--- config.mk ---
export PLATFORM = sky130hd
export DESIGN_NAME = twi_ctl_core
export DESIGN_NICKNAME = d
export VERILOG_FILES = /design/src/rtl/twi_ctl_pkg.sv /design/src/rtl/twi_ctl_regs.sv /design/src/rtl/twi_ctl_cmd.sv /design/src/rtl/twi_ctl_irq.sv /design/src/rtl/twi_ctl_core.sv
export SDC_FILE = /design/constraint.sdc
export NUM_CORES = 1
export LEC_CHECK = 0
export ABC_AREA = 1
export BUFFER_PORTS_ARGS = -buffer_cell sky130_fd_sc_hd__clkbuf_2
export CORE_AREA = 4 4 41 43
export DETAILED_ROUTE_END_ITERATION = 10
export DIE_AREA = 0 0 45 47
export PLACE_DENSITY = 0.68
export SETUP_SLACK_MARGIN = 0.2
export SKIP_CTS_REPAIR_TIMING = 1
export SLEW_MARGIN = 20
export SYNTH_ARGS = -nofsm -noshare
export SYNTH_HDL_FRONTEND = slang
export SYNTH_SLANG_ARGS = --single-unit
--- constraint.sdc ---
create_clock -name clk -period 0.9 [get_ports clk]
set_input_delay 0.135 -clock clk [delete_from_list [all_inputs] [get_ports clk]]
set_output_delay 0.135 -clock clk [all_outputs]
set_load 0.05 [all_outputs]
--- src/rtl/twi_ctl_pkg.sv ---
package twi_ctl_pkg;

   // Field positions of the control register (decoded by software)
   localparam int unsigned BIT_START   = 0;
   localparam int unsigned BIT_STOP    = 1;
   localparam int unsigned BIT_INTEN   = 2;
   localparam int unsigned BIT_RSVD    = 3;
   localparam int unsigned BIT_ACK     = 4;
   localparam int unsigned BIT_GCEN    = 5;
   localparam int unsigned BIT_MINTEN  = 6;
   localparam int unsigned BIT_STALLEN = 7;

   localparam int unsigned CTL_W = 8;

   // Packed view, MSB first, matching the positions above
   typedef struct packed {
      logic stall_en;
      logic match_ien;
      logic gcall_en;
      logic ack_ovr;
      logic rsvd;
      logic int_en;
      logic stop_req;
      logic start_req;
   } ctl_fields_t;

   // Event sources feeding the interrupt merge
   typedef struct packed {
      logic match;
      logic berr;
      logic nack;
      logic drdy;
      logic stall;
      logic sstop;
   } irq_src_t;

   localparam int unsigned N_SRC = $bits(irq_src_t);

endpackage

--- src/rtl/twi_ctl_regs.sv ---
module twi_ctl_regs
   import twi_ctl_pkg::*;
#(
   parameter int unsigned REG_W = 8
) (
   input  logic             clk,
   input  logic             rst_n,
   input  logic             wr,
   input  logic [REG_W-1:0] wdata,
   input  logic             start_clr,
   input  logic             stop_clr,
   input  logic             ack_clr,
   output ctl_fields_t      q
);

   // Bits loaded directly by a write: everything except reserved and ack
   localparam logic [REG_W-1:0] PLAIN_MASK =
      REG_W'((1 << BIT_START) | (1 << BIT_STOP) | (1 << BIT_INTEN) |
             (1 << BIT_GCEN) | (1 << BIT_MINTEN) | (1 << BIT_STALLEN));

   generate
      if (REG_W != CTL_W) begin : g_bad_width
         $error("twi_ctl_regs: REG_W must equal the control field width");
      end
   endgenerate

   logic [REG_W-1:0] cur;
   logic [REG_W-1:0] nxt;

   assign cur = q;

   always_comb begin
      nxt = cur;
      if (wr) begin
         nxt = (cur & ~PLAIN_MASK) | (wdata & PLAIN_MASK);
         // acknowledge override: set-only from software
         nxt[BIT_ACK] = cur[BIT_ACK] | wdata[BIT_ACK];
      end
      // hardware completion clears win over software writes
      if (start_clr) nxt[BIT_START] = 1'b0;
      if (stop_clr)  nxt[BIT_STOP]  = 1'b0;
      if (ack_clr)   nxt[BIT_ACK]   = 1'b0;
      nxt[BIT_RSVD] = 1'b0;
   end

   always_ff @(posedge clk or negedge rst_n) begin
      if (!rst_n) begin
         q <= '0;
      end else begin
         q <= ctl_fields_t'(nxt);
      end
   end

endmodule

--- src/rtl/twi_ctl_cmd.sv ---
module twi_ctl_cmd (
   input  logic clk,
   input  logic rst_n,
   input  logic start_req,
   input  logic stop_req,
   input  logic is_master,
   input  logic bus_busy,
   input  logic dat_wr,
   output logic cmd_start,
   output logic cmd_repstart,
   output logic cmd_stop
);

   logic rep_q;

   // Idle path: wait for a free bus before requesting a start
   assign cmd_start = start_req & ~is_master & ~bus_busy;

   // Stop only makes sense while owning the bus
   assign cmd_stop  = stop_req & is_master;

   // Active-master path: the data write carries the new address
   always_ff @(posedge clk or negedge rst_n) begin
      if (!rst_n) begin
         rep_q <= 1'b0;
      end else begin
         rep_q <= start_req & is_master & dat_wr;
      end
   end

   assign cmd_repstart = rep_q;

endmodule

--- src/rtl/twi_ctl_irq.sv ---
module twi_ctl_irq
   import twi_ctl_pkg::*;
#(
   parameter bit IRQ_REG = 1'b0
) (
   input  logic     clk,
   input  logic     rst_n,
   input  logic     int_en,
   input  irq_src_t src,
   output logic     irq
);

   logic any_src;
   logic irq_d;

   assign any_src = |src;
   assign irq_d   = int_en & any_src;

   generate
      if (IRQ_REG) begin : g_reg
         logic irq_q;
         always_ff @(posedge clk or negedge rst_n) begin
            if (!rst_n) begin
               irq_q <= 1'b0;
            end else begin
               irq_q <= irq_d;
            end
         end
         assign irq = irq_q;
      end else begin : g_comb
         logic unused_clk;
         assign unused_clk = clk ^ rst_n;
         assign irq = irq_d;
      end
   endgenerate

endmodule

--- src/rtl/twi_ctl_core.sv ---
module twi_ctl_core
   import twi_ctl_pkg::*;
#(
   parameter int unsigned REG_W   = 8,
   parameter bit          IRQ_REG = 1'b0
) (
   input  logic             clk,
   input  logic             rst_n,
   input  logic             ctl_wr,
   input  logic [REG_W-1:0] ctl_wdata,
   output logic [REG_W-1:0] ctl_rdata,
   input  logic             dat_wr,
   input  logic             bus_busy,
   input  logic             is_master,
   input  logic             rx_mode,
   input  logic             start_done,
   input  logic             stop_done,
   input  logic             ack_done,
   input  logic             bus_err,
   input  logic             nack_rx,
   input  logic             data_ready,
   input  logic             addr_match,
   input  logic             gcall_seen,
   input  logic             start_ok,
   input  logic             slave_stop,
   output logic             cmd_start,
   output logic             cmd_repstart,
   output logic             cmd_stop,
   output logic             ack_value,
   output logic             gcall_match,
   output logic             stall_flag,
   output logic             irq
);

   generate
      if (REG_W != CTL_W) begin : g_bad_width
         $error("twi_ctl_core: REG_W must be 8");
      end
   endgenerate

   ctl_fields_t ctl;
   irq_src_t    src;

   twi_ctl_regs #(.REG_W(REG_W)) u_regs (
      .clk       (clk),
      .rst_n     (rst_n),
      .wr        (ctl_wr),
      .wdata     (ctl_wdata),
      .start_clr (start_done | bus_err),
      .stop_clr  (stop_done),
      .ack_clr   (ack_done),
      .q         (ctl)
   );

   assign ctl_rdata = ctl;

   twi_ctl_cmd u_cmd (
      .clk          (clk),
      .rst_n        (rst_n),
      .start_req    (ctl.start_req),
      .stop_req     (ctl.stop_req),
      .is_master    (is_master),
      .bus_busy     (bus_busy),
      .dat_wr       (dat_wr),
      .cmd_start    (cmd_start),
      .cmd_repstart (cmd_repstart),
      .cmd_stop     (cmd_stop)
   );

   // Acknowledge override only matters while receiving
   assign ack_value   = ctl.ack_ovr & rx_mode;

   // General call counts only as slave and only when enabled
   assign gcall_match = gcall_seen & ctl.gcall_en & ~is_master;

   // Stall status forced low while the mechanism is disabled
   assign stall_flag  = start_ok & ctl.stall_en & is_master;

   assign src.match = (addr_match | gcall_match) & ctl.match_ien;
   assign src.berr  = bus_err;
   assign src.nack  = nack_rx;
   assign src.drdy  = data_ready;
   assign src.stall = stall_flag;
   assign src.sstop = slave_stop;

   twi_ctl_irq #(.IRQ_REG(IRQ_REG)) u_irq (
      .clk    (clk),
      .rst_n  (rst_n),
      .int_en (ctl.int_en),
      .src    (src),
      .irq    (irq)
   );

endmodule

==> results of run 1 <==
worst max-delay path, stage by stage (launching register included):
cell and delay [ps]:
dfrtp_2 360, nand3_2 70, nand2_2 60, nand2_2 60, a21oi_4 140, buf_12 150
final cells by class:
type	count	area, um2
Fill cell	115	434
Timing Repair Buffer	47	369
Sequential cell	8	206
Multi-Input combinational cell	34	201
Inverter	9	45.0
Clock buffer	4	26.3
Tap cell	15	18.8
final timing paths:
kind                       depth (start not counted)                           end
hold reg to reg                                    2       u_regs.q[6]$_DFFE_PN0P_
setup reg to reg                                   3       u_regs.q[0]$_DFFE_PN0P_
max in group asynchronous                          2  u_cmd.cmd_repstart$_DFF_PN0_
hold / removal                                     2       u_regs.q[4]$_DFFE_PN0P_
min in group asynchronous                          2       u_regs.q[6]$_DFFE_PN0P_
setup / recovery                                   5                           irq
power groups by stage:
stage / Combinational (mW) / Clock, mW / Sequential [mW]
2_1_floorplan: 0.184 / 0 / 0.467
6_report: 0.437 / 0.302 / 0.409
4_1_cts: 0.384 / 0.318 / 0.404
5_1_grt: 0.467 / 0.326 / 0.413
3_5_place_dp: 0.383 / 0 / 0.411
3_3_place_gp: 0.379 / 0 / 0.410
routing by layer:
| metal | global-route usage | up-vias | wire length (um) |
|---|---|---|---|
| met5 | 0 | - | 0 |
| met4 | 0.0877 | 0 | 10 |
| met3 | 0.0575 | 2 | 139 |
| met2 | 0.175 | 25 | 620 |
| met1 | 0.147 | 224 | 471 |
| li1 | - | 254 | - |
per-stage QoR:
step           setup WS (ps)  instance area (um2)  std cells  total power, mW
2_1_floorplan           -530                  483         56            0.651
3_3_place_gp           -93.8                  739        111            0.789
3_5_place_dp            -104                  739        111            0.793
4_1_cts                 -402                  766        115             1.11
5_1_grt                 -396                  867        117             1.21
6_report                -338                  867        117             1.15
kinds of logic after synthesis:
logic type / Yosys count / synth area share
buffers and inverters: 14 / 0.165
AO/OA/AOI/OAI: 4 / 0.0549
other: 1 / 0.00866
AND/OR/NAND/NOR: 29 / 0.309
flip-flops: 8 / 0.462
registers in the layout, summed over array words and instances, names as in the netlist:
signal,flops
u_cmd.cmd_repstart,1
u_regs.q,7
cells in the final DEF (no fill, tap or decap), types with 2 or more instances in the layout:
master,n
clkbuf_2,23
dfrtp_1,3
inv_1,2
inv_2,4
nand2_2,5
nor2_2,2
buf_12,2
buf_4,8
buf_6,11
nor2_1,7
clkbuf_4,3
dfrtp_2,5
clkinvlp_4,3
nand2_1,10
==> results by group, run 1 <==
Status
  – Status: finished with violations
  – Failing checks: setup timing

Route
  – TritonRoute pass-1 iters: 4
  – Final WL: 1240 um
  – Final ANT Viol Nets: 0
  – WL/cell: roughly 11 um
  – Initial DRC Count: 8
  – # DRC: 0
  – Via Count: 505
  – DR vias/cell: about 4.3

Critical path
  – CP Data Required Time: 760 ps
  – Reg-to-reg slack, setup: ~60 ps
  – CP arrival: ~1100 ps
  – Worst-path fanout max: 2
  – WS Path Type: reg2out
  – CP startpoint kind: flip-flop
  – Endpoint class of the critical path: output pin
  – Worst setup path start: u_regs.q[5]$_DFFE_PN0P_
  – Reg2reg start: u_regs.q[0]$_DFFE_PN0P_

Global route
  – Number of global-route vias before repair: 473
  – Gr usage total: 0.124
  – Total congestion overflow: 0
  – Global-route wire length before repair: around 1800 um
  – Pin count of the biggest net entering global routing: 11
  – Initial antenna violation count: 0

Power and ir drop
  – Sw Ratio: 0.358
  – Comb power frac: 0.381
  – VDD IR max: 0.000686 V
  – Seq pwr share: 0.356
  – Cell internal pwr: 737 uW
  – P_sw: 411 uW
  – Leakage: 0.445 nW
  – Clock network power share: 0.263
  – Power density cells: 1320 nW/um2

Timing
  – Max Freq: just over 800 MHz
  – Endpoints failing setup: 14
  – Final setup margin: -338 ps
  – RSZ-0062 raised after global routing: yes
  – Hold Fails Final Rpt: 0
  – Pins Over Slew Limit: 0
  – Setup Skew: 0.00627 ps
  – Final hold slack: 20.2 ps
  – Setup TNS: -2410 ps
  – Tmin final: 1240 ps
  – Final Cycle Share: 1.38

Yosys
  – Synthesized area per cell: 7.73 um2
  – Largest area contributor in the netlist: dfrtp_1
  – Cell Area, Synth: 433 um2
  – Post-synth top cells: 14 x nand2_1, 8 x dfrtp_1, 8 x inv_1, 8 x nor2_1, 5 x buf_4
  – Most frequent cell after synthesis: nand2_1
  – Synthesized instance count: 56
  – Mapped Nets: just over 80
  – Async set or reset register ratio after synthesis: 1.00
  – Synth area leaders: dfrtp_1 46%, nand2_1 12%, buf_4 8.7%
  – Top FF cell, synth: dfrtp_1
  – Synth unique cells: 16
  – Seq/Total Area, Yosys: 0.462
  – FF+latch count, synth: 8
  – Post-synth top area share: 0.462
  – Warnings, synthesis: 0
  – Post-synth EDFFs: 0

Final layout
  – # diodes: 0
  – Layout cells sized above 1: 0.725
  – Area growth syn-to-layout: 100%
  – Final #Nets: 128
  – Core Util, Final: 0.666

Placed design
  – Buffers on Ports: 37
  – Hpwl dp: 953 um
  – GP Congestion: 0.695

Clocking
  – CTS tree: built
  – CTS Buffer Depth: 2
  – Clock Pin Slew Worst Setup and Hold Paths: 60 ps
  – Clk Latency, worst-skew pair: ~250 ps
  – Clk sinks: 8
  – CTS buffer count: 3
  – Root Driver: clkbuf_4
  – Max H-tree Level: 1

Floorplanning
  – Core Area: 1300 um2
  – # rows: 13
  – Initial Util: 0.333
  – Die Y: between 40 and 50 um
  – Full die area: approximately 2100 um2
  – Die width: 45 um
  – Top Ports: 40

Run
  – Max_cap viols: 0

Min path
  – Hold Crit Class: in2reg
  – Min-delay src: ack_done
Note: power is estimated with default switching activity, not from simulation.
==> run 2: changes to the inputs <==
HOLD_SLACK_MARGIN = 0.03   (was default)
clock period = 1.3 ns   (was 0.9 ns; I/O delays follow)
==> run 2 against run 1 <==
The flow still finishes with violations (setup timing); critical path depth unchanged; largest power group is now sequential cells; worst hold slack better by 62 ps; critical endpoint unchanged; combinational power shrank 38%.
==> results by group, run 2 (synthesized netlist as in run 1, its figures left out) <==
Placed design
  – GP Congestion: 0.673
  – Buffers on Ports: 37
  – Worst Setup Slack post-DPL: 32.7 ps
  – Hpwl dp: 977 um
  – Dpl cell area: 638 um2

Global route
  – Met3 Track Usage GR: 0.0460
  – Met1 usage: 0.140
  – Global-route wire length before repair: 1870 um
  – Number of global-route vias before repair: approximately 490
  – Global-route layer with the greatest usage: met2
  – Gr usage total: 0.125
  – Initial antenna violation count: 0
  – Total congestion overflow: 0
  – M2 GR Usage: 0.215
  – Pin count of the biggest net entering global routing: 11

Timing
  – Pins Over Slew Limit: 0
  – Endpoints failing setup: 1
  – RSZ-0062 raised after global routing: yes
  – Final Cycle Share: 1.03
  – Final hold slack: 82.4 ps
  – Tmin final: ~1300 ps
  – Max Freq: roughly 750 MHz
  – Hold Fails Final Rpt: 0
  – Final setup margin: -39.5 ps
  – Setup Skew: 7.77 ps

Route
  – Via Count: approximately 490
  – DR vias/cell: around 4.3
  – # DRC: 0
  – Initial DRC Count: 7
  – TritonRoute pass-1 iters: 3
  – WL/cell: about 12 um
  – Final ANT Viol Nets: 0
  – Final WL: between 1000 and 1500 um

Clocking
  – CTS Buffer Depth: 2
  – CTS tree: built
  – Root Driver: clkbuf_4
  – Clk sinks: 8
  – CTS buffer count: 3
  – Max H-tree Level: 1
  – Clock Pin Slew Worst Setup and Hold Paths: 60 ps
  – Clk Latency, worst-skew pair: 260 ps

Final layout
  – Biggest register: u_regs.q
  – Post-layout instance area: around 770 um2
  – Most frequent cells in the layout: 24 x clkbuf_2, 11 x nand2_1, 8 x nor2_1
  – Final #Nets: 123
  – Most common cell after layout, fill and taps aside: clkbuf_2
  – Max reg flops: 7
  – Area growth syn-to-layout: 76.9%
  – Core Util, Final: 0.588
  – Layout cells sized above 1: 0.639
  – # diodes: 0

Critical path
  – Worst setup path start: u_regs.q[5]$_DFFE_PN0P_
  – CP arrival: approximately 1100 ps
  – Worst-path fanout max: 2
  – Reg-to-Reg End: u_regs.q[1]$_DFFE_PN0P_
  – WS Path Type: reg2out
  – Worst reg-to-reg path cell count: 3
  – Crit path to: irq
  – CP startpoint kind: flip-flop
  – Reg-to-reg slack, setup: 530 ps
  – CP Data Required Time: between 1000 and 1500 ps
  – Endpoint class of the critical path: output pin
  – Reg2reg start: u_regs.q[1]$_DFFE_PN0P_

Min path
  – Hold Crit Class: in2reg

Floorplanning
  – # rows: 13
  – Die Y: 47 um
  – Initial Util: 0.333
  – Die width: approximately 45 um
  – Full die area: 2120 um2
  – Top Ports: 40
  – Core Area: 1300 um2

Status
  – Failing checks: setup timing
  – Status: finished with violations

Power and ir drop
  – Power density cells: 997 nW/um2
  – VDD IR max: between 0.0004 and 0.0005 V
  – Total power: 763 uW
  – Leakage: 0.425 nW

Run
  – Max_cap viols: 0
[run 2: power by group]
group,switching [mW],internal (mW)
combinational,0.173,0.0961
sequential,0.0135,0.267
clock,0.0954,0.118
total,0.282,0.482
[run 2: layer usage]
layer | vias to the layer above | wire length (um)
met5 | - | 0
met4 | 0 | 0
met3 | 0 | 153
met2 | 25 | 708
met1 | 216 | 494
li1 | 245 | -
[run 2: critical path, stage by stage (launching register included)]
cell     delay (ps)
dfrtp_2         370
nand3_2          90
nand2_2          80
nand2_2          60
a21oi_4         120
buf_6           170
[run 2: final cells by class]
class | count | area (um2)
clock buffer | 4 | 26.3
fill | 137 | 536
inverter | 9 | 37.5
sequential | 8 | 204
tap | 15 | 18.8
timing repair buffer | 42 | 287
multi-input combinational | 34 | 193
[run 2: worst min-delay path by stage]
stage	start	end	cells after the start
6_report	stop_done	u_regs.q[1]$_DFFE_PN0P_	2
4_1_cts	rst_n	u_regs.q[1]$_DFFE_PN0P_	1
2_1_floorplan	rst_n	u_cmd.cmd_repstart$_DFF_PN0_	0
3_3_place_gp	rst_n	u_regs.q[1]$_DFFE_PN0P_	1
3_5_place_dp	rst_n	u_regs.q[1]$_DFFE_PN0P_	1
5_1_grt	ack_done	u_regs.q[4]$_DFFE_PN0P_	2
[run 2: through the flow]
step,setup TNS [ps],cells
CTS,-338,108
global route,-123,112
global placement,0,104
finish,-39.5,112
detailed placement,0,104
floorplan,-190,56
==> run 3: changes to the inputs <==
CORE_AREA = default   (was 4 4 41 43)
CORE_MARGIN = 4   (was default)
CORE_UTILIZATION = 31   (was default)
CTS_CLUSTER_SIZE = 24   (was default)
DIE_AREA = default   (was 0 0 45 47)
clock period = 1.22 ns   (was 1.3 ns; I/O delays follow)
==> run 3 against run 2 <==
The flow still finishes with violations (setup timing); setup slack lost 50 ps; first-iteration DRC count shrank 29%; worst hold slack lost 19 ps; routed wire length shrank 12%; global-route usage grew 0.98 points; register-to-register slack lost 110 ps; via count shrank 7.8%; sequential power grew 7%; die area shrank 2.7%; final cell count shrank 0.89%; clock skew shrank 5.5 ps; critical endpoint unchanged; largest cell class unchanged; highest routed layer is now met4.
==> results by group, run 3 (synthesized netlist as in run 1, its figures left out) <==
Placed design
  – Buffers on Ports: 37
  – GP Congestion: 0.691
  – Hpwl dp: 963 um

Critical path
  – CP startpoint kind: flip-flop
  – Endpoint class of the critical path: output pin
  – WS Path Type: reg2out
  – Reg-to-reg slack, setup: 420 ps
  – CP Data Required Time: between 1000 and 1500 ps
  – CP arrival: 1130 ps
  – Worst-path fanout max: 3

Timing
  – Final Cycle Share: 1.07
  – Tmin final: 1310 ps
  – Hold Fails Final Rpt: 0
  – Final hold slack: 63.3 ps
  – Pins Over Slew Limit: 0
  – RSZ-0062 raised after global routing: yes
  – Final setup margin: -89.0 ps
  – Setup Skew: 2.28 ps
  – Endpoints failing setup: 2
  – Max Freq: roughly 760 MHz

Clocking
  – CTS buffer count: 3
  – CTS tree: built
  – Max H-tree Level: 1
  – Clk Latency, worst-skew pair: 260 ps
  – Clk sinks: 8
  – Clock Pin Slew Worst Setup and Hold Paths: 60 ps
  – CTS Buffer Depth: 2
  – Root Driver: clkbuf_4

Final layout
  – Most frequent cells in the layout: 23 x clkbuf_2, 11 x nand2_1, 9 x buf_6
  – Layout cells sized above 1: 0.635
  – Area growth syn-to-layout: 80.6%
  – Most common cell after layout, fill and taps aside: clkbuf_2
  – Final #Nets: 122
  – Biggest register: u_regs.q
  – Max reg flops: 7
  – Core Util, Final: 0.601
  – # diodes: 0

Route
  – Via Count: 448
  – Final ANT Viol Nets: 0
  – Final WL: 1190 um
  – DR vias/cell: 4.04
  – Initial DRC Count: 5
  – WL/cell: around 11 um
  – # DRC: 0
  – TritonRoute pass-1 iters: 4

Floorplanning
  – Die width: 45.4 um
  – Top Ports: 40
  – # rows: 13
  – Full die area: 2060 um2
  – Die Y: 45.4 um
  – Initial Util: 0.333
  – Core Area: 1300 um2

Global route
  – Total congestion overflow: 0
  – Global-route wire length before repair: 1880 um
  – Pin count of the biggest net entering global routing: 11
  – Initial antenna violation count: 0
  – Number of global-route vias before repair: between 400 and 500
  – Gr usage total: 0.135

Power and ir drop
  – Total power: 818 uW
  – VDD IR max: 0.000592 V
  – Power density cells: 1050 nW/um2
  – Leakage: 0.418 nW

Status
  – Status: finished with violations
  – Failing checks: setup timing

Min path
  – Hold Crit Class: in2reg

Run
  – Max_cap viols: 0
==> run 3: changes by cell type in the layout (fill, tap and decap cells not counted) <==
cell,before,now
buf_8,2,1
nor2_4,1,2
nor2_2,1,0
buf_2,2,0
inv_2,4,3
clkinvlp_4,1,2
clkbuf_2,24,23
buf_4,6,5
buf_6,5,9
==> run 3: final timing paths <==
| check | startpoint | end | depth (start not counted) |
|---|---|---|---|
| max in group asynchronous | rst_n | u_regs.q[5]$_DFFE_PN0P_ | 2 |
| min | ack_done | u_regs.q[4]$_DFFE_PN0P_ | 2 |
| min reg2reg | u_regs.q[5]$_DFFE_PN0P_ | u_regs.q[5]$_DFFE_PN0P_ | 2 |
| max | u_regs.q[5]$_DFFE_PN0P_ | irq | 5 |
| max reg2reg | u_regs.q[0]$_DFFE_PN0P_ | u_regs.q[0]$_DFFE_PN0P_ | 2 |
| min in group asynchronous | rst_n | u_regs.q[4]$_DFFE_PN0P_ | 2 |
==> run 3: routing by layer <==
layer | vias up | wire length (um) | GRT usage
met4 | 0 | 12 | 0.0994
met1 | 181 | 464 | 0.151
met5 | - | 0 | 0
li1 | 244 | - | -
met2 | 21 | 579 | 0.203
met3 | 2 | 134 | 0.0553
==> run 3: cell type report <==
class | instances | area [um2]
Fill cell | 123 | 519
Timing Repair Buffer | 41 | 294
Sequential cell | 8 | 204
Multi-Input combinational cell | 34 | 198
Inverter | 9 | 41.3
Clock buffer | 4 | 26.3
Tap cell | 15 | 18.8
==> run 3: through the flow <==
stage	instance area, um2	TNS [ps]	setup slack (ps)	cells
final	782	-130	-89.0	111
after global routing	782	-329	-162	111
after CTS	671	-521	-239	108
after detailed placement	644	-3.03	-3.03	104
after global placement	644	-6.20	-6.20	104
after floorplan	470	-258	-258	56
==> run 3: worst max-delay path: stages, from the launching register on <==
cell     delay, ps
dfrtp_2        380
nand3_2         80
nand2_2         70
nand2_2         50
a21oi_4        120
buf_6          170
==> run 3: power breakdown <==
group / switching (mW) / internal (mW)
clock network: 0.103 / 0.126
logic: 0.181 / 0.109
registers: 0.0149 / 0.285
total: 0.298 / 0.519
